File: src/rtl/lef_pkg.sv
package lef_pkg;
  localparam logic [7:0] CH_NUL = 8'h00;
  localparam logic [7:0] CH_BS  = 8'h08;
  localparam logic [7:0] CH_LF  = 8'h0A;
  localparam logic [7:0] CH_CR  = 8'h0D;
  localparam logic [7:0] CH_SP  = 8'h20;
  localparam logic [7:0] CH_DEL = 8'h7F;

  typedef enum logic [1:0] {
    K_CHAR  = 2'd0,
    K_EOL   = 2'd1,
    K_ERASE = 2'd2,
    K_SKIP  = 2'd3
  } kind_t;

  typedef logic [2:0][7:0] echo_seq_t;
endpackage

File: src/rtl/lef_classify.sv
module lef_classify
  import lef_pkg::*;
(
  input  logic [7:0] byte_i,
  input  logic [7:0] prev_i,
  output kind_t      kind_o
);
  always_comb begin
    if (byte_i == CH_LF && prev_i == CH_CR)
      kind_o = K_SKIP;
    else if (byte_i == CH_CR || byte_i == CH_LF)
      kind_o = K_EOL;
    else if (byte_i == CH_BS || byte_i == CH_DEL)
      kind_o = K_ERASE;
    else
      kind_o = K_CHAR;
  end
endmodule

File: src/rtl/lef_line_store.sv
module lef_line_store #(
  parameter int DEPTH = 8,
  localparam int AW = $clog2(DEPTH)
) (
  input  logic          clk,
  input  logic          rst_n,
  input  logic          wr_en,
  input  logic [AW-1:0] wr_addr,
  input  logic [7:0]    wr_data,
  input  logic [AW-1:0] rd_addr,
  output logic [7:0]    rd_data
);
  logic [7:0] mem [DEPTH];

  always_ff @(posedge clk) begin
    if (!rst_n) begin
      for (int i = 0; i < DEPTH; i++) mem[i] <= 8'h00;
    end else if (wr_en) begin
      mem[wr_addr] <= wr_data;
    end
  end

  assign rd_data = mem[rd_addr];
endmodule

File: src/rtl/lef_echo_seq.sv
module lef_echo_seq
  import lef_pkg::*;
(
  input  logic      clk,
  input  logic      rst_n,
  input  logic      load,
  input  logic [1:0] load_n,
  input  echo_seq_t load_b,
  input  logic      ready_i,
  output logic      valid_o,
  output logic [7:0] data_o,
  output logic      busy_o
);
  logic [1:0] cnt_q;
  echo_seq_t  q;

  always_ff @(posedge clk) begin
    if (!rst_n) begin
      cnt_q <= 2'd0;
      q     <= '0;
    end else if (load) begin
      cnt_q <= load_n;
      q     <= load_b;
    end else if (cnt_q != 2'd0 && ready_i) begin
      cnt_q <= cnt_q - 2'd1;
      q     <= {8'h00, q[2], q[1]};
    end
  end

  assign valid_o = (cnt_q != 2'd0);
  assign busy_o  = valid_o;
  assign data_o  = q[0];
endmodule

File: src/rtl/rx_line_editor.sv
module rx_line_editor
  import lef_pkg::*;
#(
  parameter int DEPTH = 8,
  localparam int AW = $clog2(DEPTH)
) (
  input  logic          clk,
  input  logic          rst_n,
  input  logic          in_valid,
  input  logic [7:0]    in_data,
  output logic          in_ready,
  output logic          echo_valid,
  output logic [7:0]    echo_data,
  input  logic          echo_ready,
  output logic          line_done,
  output logic [AW-1:0] line_len,
  input  logic [AW-1:0] line_rd_addr,
  output logic [7:0]    line_rd_data
);
  localparam logic [AW-1:0] MAXC = AW'(DEPTH - 1);

  logic [7:0]    prev_q;
  logic [AW-1:0] count_q, count_d;
  logic          done_q;
  logic [AW-1:0] len_q;
  logic          accept, busy;
  kind_t         kind;
  logic          wr_en;
  logic [7:0]    wr_data;
  logic [1:0]    seq_n;
  echo_seq_t     seq_b;

  assign in_ready = ~busy;
  assign accept   = in_valid & in_ready;

  lef_classify u_cls (
    .byte_i (in_data),
    .prev_i (prev_q),
    .kind_o (kind)
  );

  always_comb begin
    wr_en   = 1'b0;
    wr_data = in_data;
    seq_n   = 2'd0;
    seq_b   = '0;
    count_d = count_q;
    case (kind)
      K_EOL: begin
        wr_en    = 1'b1;
        wr_data  = CH_NUL;
        seq_n    = 2'd2;
        seq_b[0] = CH_CR;
        seq_b[1] = CH_LF;
        count_d  = '0;
      end
      K_ERASE: begin
        if (count_q != '0) begin
          seq_n    = 2'd3;
          seq_b[0] = CH_BS;
          seq_b[1] = CH_SP;
          seq_b[2] = CH_BS;
          count_d  = count_q - 1'b1;
        end
      end
      K_CHAR: begin
        if (count_q != MAXC) begin
          wr_en    = 1'b1;
          seq_n    = 2'd1;
          seq_b[0] = in_data;
          count_d  = count_q + 1'b1;
        end
      end
      default: ;
    endcase
  end

  always_ff @(posedge clk) begin
    if (!rst_n) begin
      prev_q  <= 8'h00;
      count_q <= '0;
      done_q  <= 1'b0;
      len_q   <= '0;
    end else begin
      done_q <= accept && (kind == K_EOL);
      if (accept) begin
        prev_q  <= in_data;
        count_q <= count_d;
        if (kind == K_EOL) len_q <= count_q;
      end
    end
  end

  lef_line_store #(.DEPTH(DEPTH)) u_store (
    .clk     (clk),
    .rst_n   (rst_n),
    .wr_en   (accept & wr_en),
    .wr_addr (count_q),
    .wr_data (wr_data),
    .rd_addr (line_rd_addr),
    .rd_data (line_rd_data)
  );

  lef_echo_seq u_echo (
    .clk     (clk),
    .rst_n   (rst_n),
    .load    (accept),
    .load_n  (seq_n),
    .load_b  (seq_b),
    .ready_i (echo_ready),
    .valid_o (echo_valid),
    .data_o  (echo_data),
    .busy_o  (busy)
  );

  assign line_done = done_q;
  assign line_len  = len_q;
endmodule

File: config.mk
export PLATFORM = sky130hd
export DESIGN_NAME = rx_line_editor
export DESIGN_NICKNAME = d
export VERILOG_FILES = /design/src/rtl/lef_pkg.sv /design/src/rtl/lef_classify.sv /design/src/rtl/lef_line_store.sv /design/src/rtl/lef_echo_seq.sv /design/src/rtl/rx_line_editor.sv
export SDC_FILE = /design/constraint.sdc
export NUM_CORES = 1
export LEC_CHECK = 0
export ABC_AREA = 1
export BUFFER_PORTS_ARGS = -buffer_cell sky130_fd_sc_hd__buf_2
export CAP_MARGIN = 20
export CORE_MARGIN = 5
export CORE_UTILIZATION = 49
export DETAILED_ROUTE_END_ITERATION = 8
export PLACE_DENSITY_LB_ADDON = 0.05
export SYNTH_ARGS = -nofsm -noshare
export SYNTH_HDL_FRONTEND = slang
export SYNTH_HIERARCHICAL = 1
export SYNTH_SLANG_ARGS = --single-unit
File: constraint.sdc
create_clock -name clk -period 5.7 [get_ports clk]
set_input_delay 0.855 -clock clk [delete_from_list [all_inputs] [get_ports clk]]
set_output_delay 0.855 -clock clk [all_outputs]
set_load 0.02 [all_outputs]
==> metrics, run 1 <==
outcome finished, final reports clean; most used cells in the layout excluding fill and tap cells sky130_fd_sc_hd__nand2_1, sky130_fd_sc_hd__inv_1, sky130_fd_sc_hd__nor2_1; Final Max Tran Viols 0; CP max stage delay between 0.5 and 0.6 ns; Slew headroom between 20 and 30%; pre-CTS WS about 2.0 ns; Max VDD drop ~0.23 mV; mean number of vias per cell just under 5; number of iterations in the first detailed-routing pass 5; number of fill cells approximately 1,100; clock network latency to the later pin of the worst-skew pair approximately 0.34 ns; worst slew pin tran approximately 1.1 ns; flops & latches, synth 105; Worst Clk Skew between 0.008 and 0.009 ns; hold_ws approximately 0.48 ns; area inside the core boundary 0.0115 sq mm; type of the setup path with the least slack input port to flop; synth warn 6; die area around 0.014 sq mm; final core occ 53.6%; Detailed Place HPWL between 8 and 9 mm; vertical die dimension ~120 um; final setup TNS 0 ns; Worst path top cell family by delay simple AND/OR/NAND/NOR gates; ratio of final minimum period to clock period between 50% and 60%; buffers and inverters on the worst path 2; routed len/inst 13.7 um; maximum number of pins on one net before global-route repair 49; initial cell density of the core between 50% and 60%; synthesized area 0.00575 sq mm; number of buffers inserted to repair setup after CTS 0; worst-path maximum fanout 14; static leakage power around 3.0 nW; row count 39; multi-input combinational cell area roughly 0.0023 sq mm; setup repair after global routing missed its margin no; chip width 118 um; Cell Area, Placed 0.00584 sq mm; clock buffers created by TritonCTS 9; RD Place Congestion around 0.85; Final Hold Vio Count 0; Final setup viols 0; Top Ports 37; vias post-DR approximately 4,400; final critical delay including setup and external delays around 3.3 ns; startpoint class of the critical path input port; share of cells above drive strength 1 a little over an eighth; TritonCTS clock tree built; commonest non-fill, non-tap cell in the layout sky130_fd_sc_hd__nand2_1; power per standard cell area ~320 mW/mm^2; Buffers on Ports 36; Clock Root Buffer sky130_fd_sc_hd__clkbuf_16; total area of sequential cells ~0.0027 sq mm; hold crit path type flop to flop; antenna violations before repair 0; maxcap violations 0; data required time of the worst path around 5.7 ns; final critical-path setup slack 2.37 ns; sequential element share of the synthesized area between 40 and 50%; post-synth cell types 32; Total Power Consumption 1.98 mW; Max Freq between 0.3 and 0.4 GHz; total wire length between 10 and 15 mm; first-pass GRT wire length approximately 20 mm; Crit path arrival time about 3.3 ns; Clock Path Buffers 2; synthesized area per cell between 7 and 8 sq um; vias in the first global route ~4,200; antenna diode count 0; final-stage net count 778; post_cts resized 0; first-iteration detailed-routing DRC count between 300 and 400; Finished Cell Area about 0.0061 sq mm; relative area change from synthesis to final layout 6.83%; count of hold buffers inserted by post-cts repair 0; list of cells traversed by the critical path buf_2 -> inv_1 -> nor2_1 -> nand2_1 -> a21oi_1 -> ha_1 -> nand2_1 -> o21ai_0 -> nand2_4 -> nor2_4 -> nand2_4 -> nand2_1; count of antenna-violating nets left after detailed routing 0; final cell count without fillers about 900; total number of clock tree sinks ~110; cells after synthesis 736; slack of the worst reg-to-reg path roughly 2.7 ns; cell repeated most along the worst path sky130_fd_sc_hd__nand2_1; count of H-tree levels built during CTS 3; GRT Total Usage 17.9%; slowest CP cell sky130_fd_sc_hd__ha_1; kind of end point of the critical path flop; Remaining DRCs 0; total instance count after detailed placement 888; global-route congestion overflow total 0; Clk pin slew, worst setup/hold paths ~0.070 ns
cell usage after synthesis (all sizes together):
cell type | n | area share [%]
inv | 113 | 7.6
xnor2 | 1 | 0.15
o21ai | 13 | 1.2
conb | 1 | 0.065
o21bai | 1 | 0.13
buf | 36 | 5.3
nand4 | 2 | 0.22
or2 | 1 | 0.11
a21oi | 41 | 4.5
edfxtp | 64 | 33
nand2 | 241 | 18
nand3 | 66 | 5.9
dfxtp | 41 | 14
clkinv | 1 | 0.065
clkbuf | 2 | 0.13
nor3 | 5 | 0.44
ha | 7 | 1.5
nor2 | 100 | 7.3
state kept, by name, summed over array words and instances (netlist names):
signal         flops
u_store/mem       64
u_echo/q          16
prev_q             8
u_echo/data_o      8
count_q            3
line_len           3
u_echo/cnt_q       2
line_done          1
kinds of logic after synthesis:
| group | share of synthesized area (%) |
|---|---|
| other | 0.0652 |
| flip-flops | 47.7 |
| buffers and inverters | 13.1 |
| adder cells (fa/ha/maj) | 1.52 |
| AND/OR/NAND/NOR | 31.6 |
| AO/OA/AOI/OAI | 5.87 |
| XOR/XNOR | 0.152 |
path summary, 6_finish.rpt:
check	from	end	cells after the start
worst max register to register	u_echo/cnt_q[0]	u_store/mem[3][6]	12
worst max-delay path	in_data[1]	u_store/mem[3][6]	12
worst min register to register	line_len[1]	line_len[1]	2
worst min-delay path	line_len[1]	line_len[1]	2
tightest hold or removal path, stage by stage (launching register included):
cell                      delay (ns)
sky130_fd_sc_hd__dfxtp_1        0.32
sky130_fd_sc_hd__nand2_1        0.06
sky130_fd_sc_hd__a21oi_1        0.05
per-layer routing:
| layer | vias up | share of wire (%) | track usage, % |
|---|---|---|---|
| met3 | 12 | 4.8 | 2.44 |
| met4 | 0 | 1.1 | 5.16 |
| li1 | 2303 | - | - |
| met1 | 1997 | 45 | 24.2 |
| met2 | 117 | 49 | 30.1 |
| met5 | - | 0 | 0 |
cell type report:
| type | count | area share [%] |
|---|---|---|
| Timing Repair Buffer | 36 | 2.93 |
| Sequential cell | 105 | 44.6 |
| Tap cell | 143 | 2.91 |
| Multi-Input combinational cell | 490 | 37.4 |
| Clock buffer | 11 | 3.95 |
| Clock inverter | 5 | 1.04 |
| Inverter | 114 | 7.17 |
report_power, final:
part           total, mW  switching [mW]  internal [mW]
clock              0.622           0.266          0.356
sequential         0.920          0.0434          0.877
combinational      0.435           0.313          0.122
total               1.98           0.623           1.35
Note: power is estimated with default switching activity, not from simulation.
==> inputs of run 2 (changes only) <==
- ABC_AREA: 1 -> 0
- clock period: 5.7 -> 2.85 ns (I/O delays scaled with it)
==> metrics, run 2 <==
Slew headroom 54.9% (+27 points); sequential element share of the synthesized area 52.9% (+5.2 points); static leakage power 2.29 nW (-24%); Clock Path Buffers 2 (unchanged); Final Max Tran Viols 0 (unchanged); clock buffers created by TritonCTS 9 (unchanged); number of buffers inserted to repair setup after CTS 0 (unchanged); area share of the largest cell type after synthesis 37.0% (+3.6 points); count of H-tree levels built during CTS 3 (unchanged); die area 0.0127 sq mm (-9.0%); clock network latency to the later pin of the worst-skew pair 0.36 ns (+0.02 ns); Top Ports 37 (unchanged); Worst Clk Skew 0.0103 ns (+0.00153 ns); most numerous cell types in the synthesized netlist sky130_fd_sc_hd__edfxtp_1, sky130_fd_sc_hd__nor3_1, sky130_fd_sc_hd__dfxtp_1; maxcap violations 0 (unchanged); setup repair after global routing missed its margin no; type of the setup path with the least slack flop to flop; first-pass GRT wire length 18.8 mm (-7.7%); flops & latches, synth 105 (unchanged); Total Power Consumption 3.28 mW (+66%); GRT Total Usage 18.9% (+1.0 points); final setup TNS 0 ns (unchanged); async set-or-reset flop fraction in the synthesized netlist 0% (unchanged); post-synth cell types 55 (+72%); mean number of vias per cell 5.62 (+15%); kind of end point of the critical path flop; post_cts resized 0 (unchanged); RD Place Congestion 0.780 (-8.4%); ranking of synthesized cells by area sky130_fd_sc_hd__edfxtp_1, sky130_fd_sc_hd__dfxtp_1, sky130_fd_sc_hd__mux4_1; Clock Root Buffer sky130_fd_sc_hd__clkbuf_8; Remaining DRCs 0 (unchanged); TritonCTS clock tree built; most used cells in the layout excluding fill and tap cells sky130_fd_sc_hd__edfxtp_1, sky130_fd_sc_hd__nor3_1, sky130_fd_sc_hd__dfxtp_1; area inside the core boundary 0.0103 sq mm (-10%); Buffers on Ports 36 (unchanged); Final Hold Vio Count 0 (unchanged); cells after synthesis 457 (-38%); final critical delay including setup and external delays approximately 2.7 ns; biggest regs u_store/mem (64), u_echo/q (16); post-synthesis cell type with the largest combined area sky130_fd_sc_hd__edfxtp_1; share of cells above drive strength 1 21.9% (+8.8 points); initial cell density of the core 50.2% (+0.10 points); first-iteration detailed-routing DRC count 194 (-51%); antenna violations before repair 0 (unchanged); global-route congestion overflow total 0 (unchanged); power per standard cell area 566 mW/mm^2 (+76%); Clk pin slew, worst setup/hold paths 0.10 ns (+0.03 ns); total number of clock tree sinks 105 (unchanged); worst-path maximum fanout 4 (-10); max FFs per register 64 (unchanged); final-stage net count 519 (-33%); final critical-path setup slack 0.144 ns (-2.23 ns); number of iterations in the first detailed-routing pass 7 (+2); worst slew pin tran 0.675 ns (-0.410 ns); commonest non-fill, non-tap cell in the layout sky130_fd_sc_hd__edfxtp_1; pre-CTS WS -0.0382 ns (-2.05 ns); number of fill cells 898 (-22%); Max Freq 0.370 GHz; count of antenna-violating nets left after detailed routing 0 (unchanged); row count 37 (-5.1%); vias in the first global route 3,624 (-14%); number of synthesized flops with an enable pin 64 (unchanged); ratio of final minimum period to clock period between 90% and 100%; count of hold buffers inserted by post-cts repair 0 (unchanged); Most flops, register u_store/mem; slack of the worst reg-to-reg path 0.14 ns (-2.51 ns); data required time of the worst path 3.11 ns (-2.60 ns); vias post-DR 3,583 (-19%); synthesized area per cell 11.4 sq um (+45%); Max VDD drop 0.289 mV (+28%); dominant synthesized flop cell sky130_fd_sc_hd__edfxtp_1; synth warn 6 (unchanged); Crit path arrival time 2.97 ns (-0.37 ns); relative area change from synthesis to final layout 11.8%; startpoint class of the critical path flop; total wire length 11.4 mm (-7.3%); cell with the most instances after synthesis sky130_fd_sc_hd__edfxtp_1; hold crit path type input port to flop; chip width 113 um (-4.6%); maximum number of pins on one net before global-route repair 44 (-10%); Detailed Place HPWL 7.65 mm (-14%); outcome finished, final reports clean; antenna diode count 0 (unchanged); routed len/inst 17.9 um (+31%); Final setup viols 0 (unchanged); vertical die dimension 113 um (-4.6%); synthesized area 0.00519 sq mm (-9.8%)
run 2: report_power, final:
group / switching [mW] / internal (mW)
Sequential: 0.0450 / 1.71
Combinational: 0.372 / 0.218
Clock: 0.517 / 0.418
run 2: final timing paths:
kind          startpoint           to  cells past startpoint
max            prev_q[5]   count_q[2]                     10
max reg2reg    prev_q[5]   count_q[2]                     10
min           in_data[4]    prev_q[4]                      3
min reg2reg  line_len[0]  line_len[0]                      2
run 2: cell type report:
class | count | area, sq um | area share [%]
inverter | 18 | 67.6 | 1.17
clock buffer | 10 | 149 | 2.57
timing repair buffer | 63 | 383 | 6.60
sequential | 105 | 2740 | 47.3
tap | 136 | 170 | 2.93
clock inverter | 6 | 52.6 | 0.906
multi-input combinational | 300 | 2230 | 38.5
run 2: cell families (layout without fill, tap and decap cells):
| family | after synthesis | after routing | synth area share [%] |
|---|---|---|---|
| compound gates | 82 | 82 | 9.58 |
| xor+xnor | 2 | 2 | 0.338 |
| fa+ha+maj | 7 | 7 | 1.69 |
| buf+inv | 63 | 97 | 6.37 |
| flops | 105 | 105 | 52.9 |
| mux | 41 | 41 | 13.0 |
| other cells | 1 | 12 | 0.0723 |
| simple gates | 156 | 156 | 16.0 |
run 2: through the flow:
| step | std cells | hold slack (ns) | utilization [%] | instance area (sq um) |
|---|---|---|---|---|
| 2_1_floorplan | 468 | 0.430 | - | 5310 |
| 3_3_place_gp | 622 | 0.436 | 54.2 | 5600 |
| 3_5_place_dp | 622 | 0.444 | 54.2 | 5600 |
| 4_1_cts | 638 | 0.325 | 56.2 | 5800 |
| 5_1_grt | 638 | 0.338 | 56.2 | 5800 |
| 6_report | 638 | 0.347 | 56.2 | 5800 |
run 2: critical path: stages (launching register included):
cell and delay (ns):
sky130_fd_sc_hd__dfxtp_1 0.32, sky130_fd_sc_hd__or4_1 0.54, sky130_fd_sc_hd__o21ai_1 0.15, sky130_fd_sc_hd__a31o_1 0.18
sky130_fd_sc_hd__inv_1 0.10, sky130_fd_sc_hd__ha_1 0.22, sky130_fd_sc_hd__xnor2_1 0.13, sky130_fd_sc_hd__ha_1 0.22
sky130_fd_sc_hd__nor2b_1 0.13, sky130_fd_sc_hd__o31a_1 0.28, sky130_fd_sc_hd__o311a_1 0.34
run 2: per-layer routing:
| metal | routed length (um) | vias to the layer above | part of all wire, % | track usage, % |
|---|---|---|---|---|
| met5 | 0 | - | 0 | 0 |
| met1 | 5110 | 1729 | 45 | 24.0 |
| met2 | 5850 | 73 | 51 | 32.7 |
| met4 | 120 | 0 | 1.0 | 5.93 |
| met3 | 368 | 9 | 3.2 | 3.64 |
| li1 | - | 1772 | - | - |
==> inputs of run 3 (changes only) <==
- CORE_ASPECT_RATIO: not set -> 1.2
==> metrics, run 3 (same netlist as run 2, synthesis figures left out) <==
final-stage net count 520 (+0.19%); chip width 104 um (-7.9%); power per standard cell area 613 mW/mm^2 (+8.3%); Max Freq 0.370 GHz (about the same); Slew headroom 62.4% (+7.5 points); launch instance of the worst min-delay path in_data[4]; final critical delay including setup and external delays 2.71 ns (+0.000168 ns); initial cell density of the core 49.6% (-0.68 points); first-pass GRT wire length 18.8 mm (about the same); relative area change from synthesis to final layout 14.2%; vertical die dimension 123 um (+8.7%); RD Place Congestion 0.785 (+0.74%); cells on worst reg2reg path 10 (unchanged); Final Hold Vio Count 0 (unchanged); final cell count without fillers 632 (-0.94%); count of antenna-violating nets left after detailed routing 0 (unchanged); clock buffers created by TritonCTS 9 (unchanged); most used cells in the layout excluding fill and tap cells sky130_fd_sc_hd__edfxtp_1, sky130_fd_sc_hd__nor3_1, sky130_fd_sc_hd__dfxtp_1; end of the worst register-to-register path count_q[2]; clock network latency to the later pin of the worst-skew pair 0.35 ns (about the same); commonest non-fill, non-tap cell in the layout sky130_fd_sc_hd__edfxtp_1; setup repair after global routing missed its margin no; row count 41 (+11%); ratio of final minimum period to clock period 94.9% (about the same); Clock Path Buffers 2 (unchanged); mean number of vias per cell 5.62 (+0.10%); outcome finished, final reports clean; maxcap violations 0 (unchanged); GRT Total Usage 18.8% (-0.073 points); total instance count after detailed placement 616 (-0.96%); max FFs per register 64 (unchanged); Crit path arrival time 2.95 ns (-0.02 ns); total number of clock tree sinks 105 (unchanged); number of fill cells 912 (+1.6%); share of cells above drive strength 1 22.3% (+0.35 points); Most flops, register u_store/mem; TritonCTS clock tree built; Detailed Place HPWL 7.74 mm (+1.2%); Clock Root Buffer sky130_fd_sc_hd__clkbuf_16; final setup TNS 0 ns (unchanged); antenna diode count 0 (unchanged); Worst Clk Skew 0.0114 ns (+0.00110 ns); maximum number of pins on one net before global-route repair 44 (unchanged); Crit Reg-Reg Startpoint prev_q[5]; type of the setup path with the least slack flop to flop; die area 0.0128 sq mm (about the same); total wire length 11.5 mm (+0.80%); Buffers on Ports 36 (unchanged); biggest regs u_store/mem (64), u_echo/q (16); Final Max Tran Viols 0 (unchanged); kind of end point of the critical path flop; final core occ 56.6% (+0.45 points); global-route congestion overflow total 0 (unchanged); Worst Hold Path EP prev_q[4]; slack of the worst reg-to-reg path 0.14 ns (about the same); routed len/inst 18.3 um (+1.8%); Hold Path Depth 3 (unchanged); startpoint class of the critical path flop; area inside the core boundary 0.0105 sq mm (+1.4%); worst-path maximum fanout 4 (unchanged); antenna violations before repair 0 (unchanged); Top Ports 37 (unchanged); hold crit path type input port to flop; vias in the first global route 3,562 (-1.7%); count of H-tree levels built during CTS 3 (unchanged); Clk pin slew, worst setup/hold paths 0.07 ns (-0.03 ns); Remaining DRCs 0 (unchanged); number of iterations in the first detailed-routing pass 4 (-3); vias post-DR 3,553 (-0.84%); static leakage power 2.35 nW (+2.6%); Final setup viols 0 (unchanged); worst slew pin tran 0.564 ns (-0.111 ns); first-iteration detailed-routing DRC count 143 (-26%); Max VDD drop 0.329 mV (+14%); data required time of the worst path 3.09 ns (-0.02 ns)
==> run 3: worst max path at each step <==
stage	slack, ns	start	to	cells past startpoint
after detailed placement	0.01	in_data[0]	count_q[2]	10
final	0.14	prev_q[5]	count_q[2]	10
after floorplan	0.006	in_data[0]	u_store/mem[0][0]	8
after CTS	0.09	prev_q[5]	count_q[2]	10
after global placement	0.06	in_data[0]	count_q[2]	10
after global routing	0.006	prev_q[5]	u_store/mem[7][5]	11
==> run 3: area by class of cell <==
type	count	area, sq um	share of cell area [%]
tap	129	161	2.72
timing repair buffer	64	403	6.80
clock inverter	4	36.3	0.612
clock buffer	12	278	4.69
inverter	18	67.6	1.14
sequential	105	2740	46.3
multi-input combinational	300	2240	37.8
==> run 3: report_power, final <==
part | internal (mW) | leakage (nW) | switching [mW]
Clock | 0.737 | 0.163 | 0.539
Sequential | 1.72 | 0.999 | 0.0447
Combinational | 0.224 | 1.19 | 0.376
==> run 3: stage by stage <==
stage               instance area (sq um)  worst slack (ns)  total power [mW]  hold slack [ns]
finish                               5930             0.144              3.64            0.359
global route                         5930           0.00577              3.80            0.367
CTS                                  5920            0.0881              3.67            0.347
detailed placement                   5610            0.0137              2.40            0.441
global placement                     5610            0.0588              2.39            0.439
floorplan                            5310           0.00589              2.25            0.430
==> run 3: critical path: stages (launching register included) <==
cell and delay [ns]:
sky130_fd_sc_hd__dfxtp_1 0.31, sky130_fd_sc_hd__or4_1 0.54, sky130_fd_sc_hd__o21ai_1 0.15, sky130_fd_sc_hd__a31o_1 0.18
sky130_fd_sc_hd__inv_1 0.10, sky130_fd_sc_hd__ha_1 0.23, sky130_fd_sc_hd__xnor2_1 0.14, sky130_fd_sc_hd__ha_2 0.20
sky130_fd_sc_hd__nor2b_1 0.13, sky130_fd_sc_hd__o31a_1 0.29, sky130_fd_sc_hd__o311a_1 0.33
==> run 3: metal layers <==
layer / vias to the layer above / wire (um) / part of all wire [%] / track usage, %
met3: 11 / 336 / 2.9 / 3.47
met4: 0 / 165 / 1.4 / 5.43
met1: 1718 / 4910 / 43 / 23.4
li1: 1773 / - / - / -
met5: - / 0 / 0 / 0
met2: 51 / 6130 / 53 / 33.6
==> run 3: what timing repair did <==
item / 4_1_cts / 5_1_grt
hold buffers: 0 / 0
setup buffers: 0 / 0
setup endpoints to repair: 0 / 1
resized for setup: 0 / 1
endpoints found under the hold margin: 0 / 0
